===== src/rtl/dma_ctr_pkg.sv =====
package dma_ctr_pkg;
  typedef enum logic {
    DIR_UP   = 1'b0,
    DIR_DOWN = 1'b1
  } step_dir_e;
  localparam int unsigned NUM_ADDR = 2;
  localparam int unsigned IDX_SRC  = 0;
  localparam int unsigned IDX_DST  = 1;
endpackage


===== src/rtl/dma_addr_ctr.sv =====
module dma_addr_ctr
  import dma_ctr_pkg::*;
#(
  parameter int unsigned AW = 16
) (
  input  logic          clk,
  input  logic          rst_n,
  input  logic          load_i,
  input  logic [AW-1:0] start_i,
  input  step_dir_e     dir_i,
  input  logic          step_i,
  output logic [AW-1:0] addr_o
);
  localparam logic [AW-1:0] ONE = AW'(1);

  logic [AW-1:0] addr_q, addr_d;
  step_dir_e     dir_q, dir_d;
  logic          addr_en;

  always_comb begin
    addr_en = load_i | step_i;
    dir_d   = dir_q;
    addr_d  = addr_q;
    if (load_i) begin
      dir_d  = dir_i;
      addr_d = start_i;
    end else if (step_i) begin
      addr_d = (dir_q == DIR_DOWN) ? (addr_q - ONE) : (addr_q + ONE);
    end
  end

  always_ff @(posedge clk or negedge rst_n) begin
    if (!rst_n) begin
      addr_q <= '0;
      dir_q  <= DIR_UP;
    end else if (addr_en) begin
      addr_q <= addr_d;
      dir_q  <= dir_d;
    end
  end

  assign addr_o = addr_q;


  up_step_chk: assert property (@(posedge clk) disable iff (!rst_n)
    (step_i && !load_i && dir_q == DIR_UP) |=> addr_o == $past(addr_o) + ONE);


  down_step_chk: assert property (@(posedge clk) disable iff (!rst_n)
    (step_i && !load_i && dir_q == DIR_DOWN) |=> addr_o == $past(addr_o) - ONE);
endmodule


===== src/rtl/dma_word_ctr.sv =====
module dma_word_ctr #(
  parameter int unsigned LW = 16
) (
  input  logic          clk,
  input  logic          rst_n,
  input  logic          load_i,
  input  logic [LW-1:0] len_i,
  input  logic          step_i,
  output logic [LW-1:0] count_o,
  output logic          zero_o
);
  localparam logic [LW-1:0] ONE = LW'(1);

  logic [LW-1:0] cnt_q, cnt_d;
  logic          cnt_en;

  always_comb begin
    cnt_en = load_i | step_i;
    if (load_i) cnt_d = len_i;
    else        cnt_d = cnt_q - ONE;
  end

  always_ff @(posedge clk or negedge rst_n) begin
    if (!rst_n)      cnt_q <= '0;
    else if (cnt_en) cnt_q <= cnt_d;
  end

  assign count_o = cnt_q;
  assign zero_o  = ~|cnt_q;


  idle_hold_chk: assert property (@(posedge clk) disable iff (!rst_n)
    (zero_o && !load_i) |=> (zero_o && $stable(count_o)));


  count_step_chk: assert property (@(posedge clk) disable iff (!rst_n)
    (step_i && !load_i) |=> count_o == $past(count_o) - ONE);
endmodule


===== src/rtl/dma_ctr_set.sv =====
module dma_ctr_set
  import dma_ctr_pkg::*;
#(
  parameter int unsigned AW = 16,
  parameter int unsigned LW = 16
) (
  input  logic          clk,
  input  logic          rst_n,
  input  logic          cfg_load,
  input  logic [AW-1:0] cfg_src_addr,
  input  logic [AW-1:0] cfg_dst_addr,
  input  logic [LW-1:0] cfg_len,
  input  logic          cfg_src_dir,
  input  logic          cfg_dst_dir,
  input  logic          word_done,
  output logic [AW-1:0] src_addr,
  output logic [AW-1:0] dst_addr,
  output logic [LW-1:0] words_left,
  output logic          xfer_done
);
  logic [NUM_ADDR-1:0][AW-1:0] start_vec, addr_vec;
  step_dir_e [NUM_ADDR-1:0]    dir_vec;
  logic                        cnt_zero;
  logic                        advance;

  assign start_vec[IDX_SRC] = cfg_src_addr;
  assign start_vec[IDX_DST] = cfg_dst_addr;
  assign dir_vec[IDX_SRC]   = step_dir_e'(cfg_src_dir);
  assign dir_vec[IDX_DST]   = step_dir_e'(cfg_dst_dir);

  // strobe is accepted only with work remaining and no load on this edge
  assign advance = word_done & ~cnt_zero & ~cfg_load;

  for (genvar gi = 0; gi < NUM_ADDR; gi++) begin : g_addr
    dma_addr_ctr #(.AW(AW)) u_addr (
      .clk     (clk),
      .rst_n   (rst_n),
      .load_i  (cfg_load),
      .start_i (start_vec[gi]),
      .dir_i   (dir_vec[gi]),
      .step_i  (advance),
      .addr_o  (addr_vec[gi])
    );
  end

  dma_word_ctr #(.LW(LW)) u_words (
    .clk     (clk),
    .rst_n   (rst_n),
    .load_i  (cfg_load),
    .len_i   (cfg_len),
    .step_i  (advance),
    .count_o (words_left),
    .zero_o  (cnt_zero)
  );

  assign src_addr  = addr_vec[IDX_SRC];
  assign dst_addr  = addr_vec[IDX_DST];
  assign xfer_done = cnt_zero;


  load_take_chk: assert property (@(posedge clk) disable iff (!rst_n)
    cfg_load |=> (src_addr == $past(cfg_src_addr) && dst_addr == $past(cfg_dst_addr)
                  && words_left == $past(cfg_len)));


  quiet_hold_chk: assert property (@(posedge clk) disable iff (!rst_n)
    (!cfg_load && !word_done) |=> ($stable(src_addr) && $stable(dst_addr) && $stable(words_left)));


  done_rise_chk: assert property (@(posedge clk) disable iff (!rst_n)
    $fell(xfer_done) |-> $past(cfg_load));


  after_done_chk: assert property (@(posedge clk) disable iff (!rst_n)
    (xfer_done && !cfg_load) |=> ($stable(src_addr) && $stable(dst_addr)));
endmodule


===== config.mk =====
export PLATFORM = sky130hd
export DESIGN_NAME = dma_ctr_set
export DESIGN_NICKNAME = d
export VERILOG_FILES = /design/src/rtl/dma_ctr_pkg.sv /design/src/rtl/dma_addr_ctr.sv /design/src/rtl/dma_word_ctr.sv /design/src/rtl/dma_ctr_set.sv
export SDC_FILE = /design/constraint.sdc
export NUM_CORES = 1
export LEC_CHECK = 0
export CORE_ASPECT_RATIO = 1.75
export CORE_UTILIZATION = 49
export DETAILED_ROUTE_END_ITERATION = 16
export PLACE_DENSITY = 0.86
export SYNTH_ARGS = -nofsm -noshare
export SYNTH_HDL_FRONTEND = slang
export SYNTH_SLANG_ARGS = --single-unit

===== constraint.sdc =====
create_clock -name clk -period 3.36 [get_ports clk]
set_input_delay 0.672 -clock clk [delete_from_list [all_inputs] [get_ports clk]]
set_output_delay 0.672 -clock clk [all_outputs]
set_load 0.03 [all_outputs]

==> results of run 1 <==
cells in the final DEF (no fill, tap or decap), types with 9 or more instances in the layout:
cell type,synthesis,routed
o21ai_0,48,48
ha_1,30,30
xnor2_1,20,20
a21oi_1,33,33
dfrtp_1,50,50
nor2_1,26,26
clkdlybuf4s50_1,0,99
nand2_1,46,46
xor2_1,19,19
a21o_1,11,11
and3_1,9,9
inv_1,9,9
nor3_1,14,14
mux2i_1,9,9
cell families after synthesis:
family	Yosys count	synth area share [%]
fa+ha+maj	32	11.2
compound gates	133	21.5
mux	13	3.64
xor+xnor	39	9.19
buf+inv	28	3.53
simple gates	131	17.3
flops	50	33.7
registers in the layout, summed over array words and instances, names as in the netlist:
name and count:
g_addr.u_addr.addr_o 32, g_addr.u_addr.dir_q 2, u_words.count_o 16
area by class of cell:
class / count / area share [%]
multi-input cells: 348 / 47.2
flip-flops and latches: 50 / 25.3
repair buffers: 110 / 22.0
clock buffers: 7 / 2.68
well taps: 86 / 2.18
inverters: 9 / 0.683
power by group:
| part | switching (mW) | total [mW] | internal [mW] |
|---|---|---|---|
| clock network | 0.216 | 0.489 | 0.273 |
| registers | 0.107 | 0.809 | 0.701 |
| logic | 0.783 | 1.41 | 0.629 |
per-layer routing:
layer	wire, um	up-vias	track usage, %
met5	0	-	0
met4	442	0	15.8
met3	453	35	4.94
met2	5420	111	47.9
met1	3630	1713	26.9
li1	-	1725	-
metrics by stage:
step	instance area, um2	std cells	power (mW)	setup WS, ps
after floorplan	3720	426	1.74	237
after global placement	4810	603	2.17	366
after detailed placement	4810	603	2.21	303
after CTS	4940	610	2.72	15.7
after global routing	4950	610	2.89	27.1
final	4950	610	2.71	245
final timing paths:
| check | start | endpoint | cells past startpoint |
|---|---|---|---|
| max in group asynchronous | rst_n | u_words.count_o[15] | 2 |
| min reg2reg | g_addr[0].u_addr.addr_o[15] | g_addr[0].u_addr.addr_o[15] | 2 |
| min in group clk | g_addr[0].u_addr.addr_o[15] | g_addr[0].u_addr.addr_o[15] | 2 |
| min | rst_n | u_words.count_o[4] | 1 |
| max reg2reg | g_addr[0].u_addr.addr_o[0] | g_addr[0].u_addr.addr_o[12] | 8 |
| max | g_addr[0].u_addr.addr_o[0] | g_addr[0].u_addr.addr_o[12] | 8 |
==> impl_table.tex, run 1 <==
\begin{tabular}{lr}
\hline
Metric & Value \\
\hline
\multicolumn{2}{l}{\textbf{CTS}} \\
\quad Number of buffers added by the clock tree synthesis step & 5 \\
\quad Setup bufs post-CTS & 0 \\
\quad Clock edge transition at the registers on the reported setup and hold paths & $\sim$70 ps \\
\quad Maximum count of clock buffers along a single path & 2 \\
\quad Deepest level of the CTS H-tree & 2 \\
\quad Total number of clock tree sinks & 50 \\
\quad CTS tree & yes \\
\quad Hold-fix buffers at CTS & 0 \\
\quad Count of instances resized after the clock tree is built & 0 \\
\quad Worst-Skew Late Latency & 290 ps \\
\quad Clock Tree Root & clkbuf\_16 \\
\multicolumn{2}{l}{\textbf{Global routing}} \\
\quad Global route total overflow & 0 \\
\quad Number of global-route vias before repair & 3697 \\
\quad Overall fraction of global-route tracks in use & around a quarter \\
\quad Antenna violations before repair & 0 \\
\quad Wire length of the first global-routing pass & 16000 um \\
\quad Largest net degree at the start of global routing & 44 \\
\multicolumn{2}{l}{\textbf{Detailed routing}} \\
\quad Total iterations of the first detailed-routing run & 5 \\
\quad Number of design-rule violations left by the first detailed-router iteration & between 100 and 150 \\
\quad Routed len/inst & 16.3 um \\
\quad Vias/cell & 5.88 \\
\quad Post-detailed-routing wire length & slightly below 10000 um \\
\quad DRC viols & 0 \\
\quad Vias after detailed routing & $\sim$3600 \\
\quad Count of antenna-violating nets left after detailed routing & 0 \\
\multicolumn{2}{l}{\textbf{Cells and area}} \\
\quad Layout filler cell count & between 500 and 600 \\
\quad Storage element area & about 1300 um2 \\
\quad Utilization after layout & about two thirds \\
\quad Multi-input gate area in the final layout & 2330 um2 \\
\quad Fraction of final layout cells with drive strength greater than 1 & under 10\% \\
\quad Layout area overhead & 33.1\% \\
\quad Number of antenna diodes & 0 \\
\quad Final net count & 610 \\
\multicolumn{2}{l}{\textbf{Critical path}} \\
\quad Most prevalent standard cell on the critical path & a21o\_1 \\
\quad Worst-path cell with the longest stage delay & a2111oi\_0 \\
\quad Critical path fanouts, max & 5 \\
\quad Slowest cell delay on critical path & around 600 ps \\
\quad Kind of critical path & reg -> reg \\
\quad Kind of cell adding the most delay to the critical path & compound AO/OA/AOI/OAI gates \\
\quad CP Cell Sequence & fa\_1 > a21o\_1 > a21o\_1 > a2111oi\_0 > o31ai\_1 > or4\_1 > a2111o\_1 > nand3\_1 \\
\quad Required time of the critical path & roughly 3600 ps \\
\quad Launching element type of the critical path & register \\
\quad Endpoint kind of the worst setup timing path & register \\
\quad Reg2reg setup slack & 250 ps \\
\quad Data arrival time of the critical path & approximately 3300 ps \\
\quad Total buffers and inverters traversed by the critical path & 0 \\
\multicolumn{2}{l}{\textbf{Synth}} \\
\quad Synth area leaders & dfrtp\_1 34\%, ha\_1 10\%, o21ai\_0 6.5\%, xnor2\_1 4.7\%, nand2\_1 4.6\% \\
\quad Syn\_nets & about 510 \\
\quad Yosys warning total & 0 \\
\quad Flip-flop and latch count after synthesis & 50 \\
\quad Synthesized area divided by synthesized cell count & between 8 and 9 um2 \\
\quad Post-synth top flop & dfrtp\_1 \\
\quad Async SR Flop Fraction & 100\% \\
\quad Number of synthesized flops with an enable pin & 0 \\
\quad Top cell type by total area after synthesis & dfrtp\_1 \\
\quad Synth top area share & about a third \\
\quad Synthesized netlist cell count & approximately 430 \\
\quad Combined area of all synthesized cells & about 3700 um2 \\
\quad Most common cell in the synthesized netlist & dfrtp\_1 \\
\quad Distinct cells, synth & 50 \\
\quad Share of synthesized area occupied by flip-flops and latches & 33.7\% \\
\quad Commonest cells in the synthesized netlist & 50 x dfrtp\_1, 48 x o21ai\_0, 46 x nand2\_1, 33 x a21oi\_1, 30 x ha\_1 \\
\multicolumn{2}{l}{\textbf{Timing}} \\
\quad Ratio of final minimum period to clock period & 92.7\% \\
\quad Sum of negative setup slack & 0 ps \\
\quad Worst hold slack after final layout & around 470 ps \\
\quad Unrepaired setup endpoints after global routing & false \\
\quad Total count of max-transition violations in the final report & 0 \\
\quad Clock Skew & $\sim$6.4 ps \\
\quad Number of setup violations in the final report & 0 \\
\quad Clock period minus final worst setup slack & 3110 ps \\
\quad Transition time of the tightest slew-check pin & about 790 ps \\
\quad Hold violation count in the final report & 0 \\
\quad Achievable clock frequency & approximately 0.32 GHz \\
\quad Max\_slew headroom & a little under half \\
\multicolumn{2}{l}{\textbf{Worst hold path}} \\
\quad Hold/Removal Path Class & in -> async \\
\multicolumn{2}{l}{\textbf{Floorplanning}} \\
\quad Count of boundary I/O pins & roughly 100 \\
\quad Area of the core & between 7000 and 8000 um2 \\
\quad Placement row count & 41 \\
\quad Floorplan die area & 7950 um2 \\
\quad Die width & 67.8 um \\
\quad Starting Density & about half \\
\quad Die Y & 117 um \\
\multicolumn{2}{l}{\textbf{Run}} \\
\quad Count of max-cap constraint violations & 0 \\
\multicolumn{2}{l}{\textbf{Power}} \\
\quad Leakage dissipation & around 2.1 nW \\
\quad Power density over the cells & $\sim$550 nW/um2 \\
\quad Worst VDD drop & 0.000340 V \\
\multicolumn{2}{l}{\textbf{Placement}} \\
\quad Detailed-placement wirelength estimate & 7320 um \\
\quad Total of buffers placed on input and output ports & just over 100 \\
\quad Placer's final routability congestion estimate & about 0.87 \\
\multicolumn{2}{l}{\textbf{Status}} \\
\quad Outcome & finished clean \\
\hline
\end{tabular}
(Power assumes the default switching activity.)
==> run 2: changes to the inputs <==
- CELL_PAD_IN_SITES_DETAIL_PLACEMENT: unset -> 1
- CELL_PAD_IN_SITES_GLOBAL_PLACEMENT: unset -> 1
- CORE_UTILIZATION: 49 -> 36
- SLEW_MARGIN: unset -> 40
==> run 2 against run 1 <==
Effect of this change: worst setup slack got worse by 84 ps; via count fell by 0.81%; worst hold slack worse by 110 ps; first-iteration DRC count rose by 4.4%; total power increased by 1.2%; sequential share of layout area shrank 0.22 points; core utilization is 18 points lower; maximum frequency shrank 2.6%; sequential power hardly changed; highest routed layer unchanged.
==> impl_table.tex, run 2 (synthesized netlist as in run 1, its figures left out) <==
\begin{tabular}{lr}
\hline
Metric & Value \\
\hline
\multicolumn{2}{l}{\textbf{Cells and area}} \\
\quad Final net count & 609 (-0.16\%) \\
\quad Final std cell area, no fill & 4990 um2 (+0.89\%) \\
\quad Flip-flop count of the largest register after layout & 32 (unchanged) \\
\quad Leading cell type in the layout, fill and taps excluded & clkdlybuf4s50\_1 \\
\quad Number of antenna diodes & 0 (unchanged) \\
\quad Layout filler cell count & 1201 (+100\%) \\
\quad Layout area overhead & 34.2\% \\
\quad Utilization after layout & 50.1\% (-18 points) \\
\quad Fraction of final layout cells with drive strength greater than 1 & 4.79\% (+0.018 points) \\
\quad Top library cells by usage in the layout, fill and taps aside & 99 x clkdlybuf4s50\_1, 50 x dfrtp\_1, 48 x o21ai\_0 \\
\quad Final cell count without fillers & 647 (+6.1\%) \\
\multicolumn{2}{l}{\textbf{Run}} \\
\quad Count of max-cap constraint violations & 0 (unchanged) \\
\multicolumn{2}{l}{\textbf{Global routing}} \\
\quad Antenna violations before repair & 0 (unchanged) \\
\quad Wire length of the first global-routing pass & 18700 um (+17\%) \\
\quad Overall fraction of global-route tracks in use & 22.1\% (-4.3 points) \\
\quad Global route total overflow & 0 (unchanged) \\
\quad Largest net degree at the start of global routing & 44 (unchanged) \\
\quad Number of global-route vias before repair & 3942 (+6.6\%) \\
\multicolumn{2}{l}{\textbf{Placement}} \\
\quad Post-Place Worst Slack & 215 ps (-88.0 ps) \\
\quad Number of cells in the design after placement & 641 (+6.3\%) \\
\quad Total of buffers placed on input and output ports & 102 (unchanged) \\
\quad Placer's final routability congestion estimate & 0.875 (+0.11\%) \\
\quad Detailed-placement wirelength estimate & 8770 um (+20\%) \\
\quad Area post-placement & 4850 um2 (+0.86\%) \\
\multicolumn{2}{l}{\textbf{CTS}} \\
\quad Worst-Skew Late Latency & 290 ps (about the same) \\
\quad Total number of clock tree sinks & 50 (unchanged) \\
\quad Setup bufs post-CTS & 0 (unchanged) \\
\quad Clock Tree Root & clkbuf\_16 \\
\quad Deepest level of the CTS H-tree & 2 (unchanged) \\
\quad Maximum count of clock buffers along a single path & 2 (unchanged) \\
\quad Clock edge transition at the registers on the reported setup and hold paths & 70 ps (about the same) \\
\quad Number of buffers added by the clock tree synthesis step & 5 (unchanged) \\
\quad CTS tree & yes \\
\quad Hold-fix buffers at CTS & 0 (unchanged) \\
\multicolumn{2}{l}{\textbf{Timing}} \\
\quad Ratio of final minimum period to clock period & 95.2\% (+2.5 points) \\
\quad Total count of max-transition violations in the final report & 0 (unchanged) \\
\quad Clock Skew & 7.18 ps (+0.821 ps) \\
\quad Max\_slew headroom & 51.7\% (+4.3 points) \\
\quad Least setup slack across all paths after layout & 161 ps (-83.8 ps) \\
\quad Unrepaired setup endpoints after global routing & false \\
\quad Hold violation count in the final report & 0 (unchanged) \\
\quad Worst hold slack after final layout & 359 ps (-109 ps) \\
\quad Transition time of the tightest slew-check pin & 706 ps (-83.4 ps) \\
\quad Number of setup violations in the final report & 0 (unchanged) \\
\quad Clock period minus final worst setup slack & 3200 ps (+83.8 ps) \\
\quad Achievable clock frequency & 0.313 GHz (-2.6\%) \\
\quad Sum of negative setup slack & 0 ps (unchanged) \\
\multicolumn{2}{l}{\textbf{Floorplanning}} \\
\quad Count of boundary I/O pins & 103 (unchanged) \\
\quad Floorplan die area & 10800 um2 (+35\%) \\
\quad Die Y & 136 um (+16\%) \\
\quad Area of the core & 9970 um2 (+37\%) \\
\quad Die width & 78.8 um (+16\%) \\
\quad Placement row count & 48 (+17\%) \\
\quad Starting Density & 37.3\% (-14 points) \\
\multicolumn{2}{l}{\textbf{Power}} \\
\quad Sw power & 1.12 mW (+1.7\%) \\
\quad Register share of total power & 29.6\% (-0.2 points) \\
\quad Power density over the cells & 549 nW/um2 (+0.28\%) \\
\quad Overall Power & 2.74 mW (+1.2\%) \\
\quad Power Internal & 1.62 mW (+0.80\%) \\
\quad Worst VDD drop & 0.000296 V (-13\%) \\
\quad Comb pwr share & 51.6\% (-0.5 points) \\
\quad Clock network power share & 18.8\% (+0.8 points) \\
\quad Leakage dissipation & 2.14 nW (-0.63\%) \\
\quad Net Sw Frac & 41.0\% (+0.21 points) \\
\multicolumn{2}{l}{\textbf{Detailed routing}} \\
\quad Number of design-rule violations left by the first detailed-router iteration & 118 (+4.4\%) \\
\quad DRC viols & 0 (unchanged) \\
\quad Total iterations of the first detailed-routing run & 4 (-1) \\
\quad Vias/cell & 5.49 (-6.5\%) \\
\quad Post-detailed-routing wire length & 11200 um (+13\%) \\
\quad Vias after detailed routing & 3555 (-0.81\%) \\
\quad Routed len/inst & 17.3 um (+6.3\%) \\
\quad Count of antenna-violating nets left after detailed routing & 0 (unchanged) \\
\multicolumn{2}{l}{\textbf{Critical path}} \\
\quad Kind of critical path & reg -> reg \\
\quad Data arrival time of the critical path & 3430 ps (+90 ps) \\
\quad Required time of the critical path & 3590 ps (about the same) \\
\quad Launching element type of the critical path & register \\
\quad Critical path fanouts, max & 5 (unchanged) \\
\quad Endpoint kind of the worst setup timing path & register \\
\multicolumn{2}{l}{\textbf{Status}} \\
\quad Outcome & finished clean \\
\multicolumn{2}{l}{\textbf{Worst hold path}} \\
\quad Hold/Removal Path Class & in -> async \\
\hline
\end{tabular}
## run 2: what timing repair did
| action | in CTS | in global routing |
|---|---|---|
| gates resized for setup | 1 | 0 |
| hold endpoints to repair | 0 | 0 |
| setup endpoints to repair | 1 | 0 |
## run 2: area by class of cell
| type | count | area, um2 | area share (%) |
|---|---|---|---|
| flip-flops and latches | 50 | 1250 | 25.1 |
| inverters | 9 | 33.8 | 0.677 |
| clock buffers | 6 | 139 | 2.78 |
| multi-input cells | 348 | 2330 | 46.8 |
| repair buffers | 109 | 1070 | 21.5 |
| well taps | 125 | 156 | 3.13 |
## run 2: routing by layer
metal | global-route usage, % | routed length (um)
met5 | 0 | 0
met1 | 22.5 | 4160
met2 | 44.8 | 6470
met4 | 6.87 | 212
met3 | 3.15 | 369
## run 2: critical path, cell delays in order, from the launching register on
cell,delay (ps)
dfrtp_1,440
fa_1,480
a21o_1,170
a21o_1,210
a2111oi_0,680
o31ai_1,200
or4_1,460
a2111o_1,390
nand3_1,100
## run 2: final timing paths
check	startpoint	to	slack, ps	depth (start not counted)
max	g_addr[0].u_addr.addr_o[0]	g_addr[0].u_addr.addr_o[12]	160	8
min	rst_n	g_addr[0].u_addr.addr_o[8]	360	1
max reg2reg	g_addr[0].u_addr.addr_o[0]	g_addr[0].u_addr.addr_o[12]	160	8
min reg2reg	g_addr[0].u_addr.addr_o[15]	g_addr[0].u_addr.addr_o[15]	600	2
max in group asynchronous	rst_n	g_addr[1].u_addr.addr_o[14]	2200	2
min in group clk	g_addr[0].u_addr.addr_o[15]	g_addr[0].u_addr.addr_o[15]	600	2
## run 2: power groups by stage
stage | clock [mW] | sequential [mW] | combinational [mW]
after floorplan | 0 | 0.996 | 0.747
after global placement | 0 | 0.818 | 1.36
after detailed placement | 0 | 0.825 | 1.42
after CTS | 0.534 | 0.814 | 1.43
after global routing | 0.550 | 0.829 | 1.56
final | 0.516 | 0.812 | 1.41
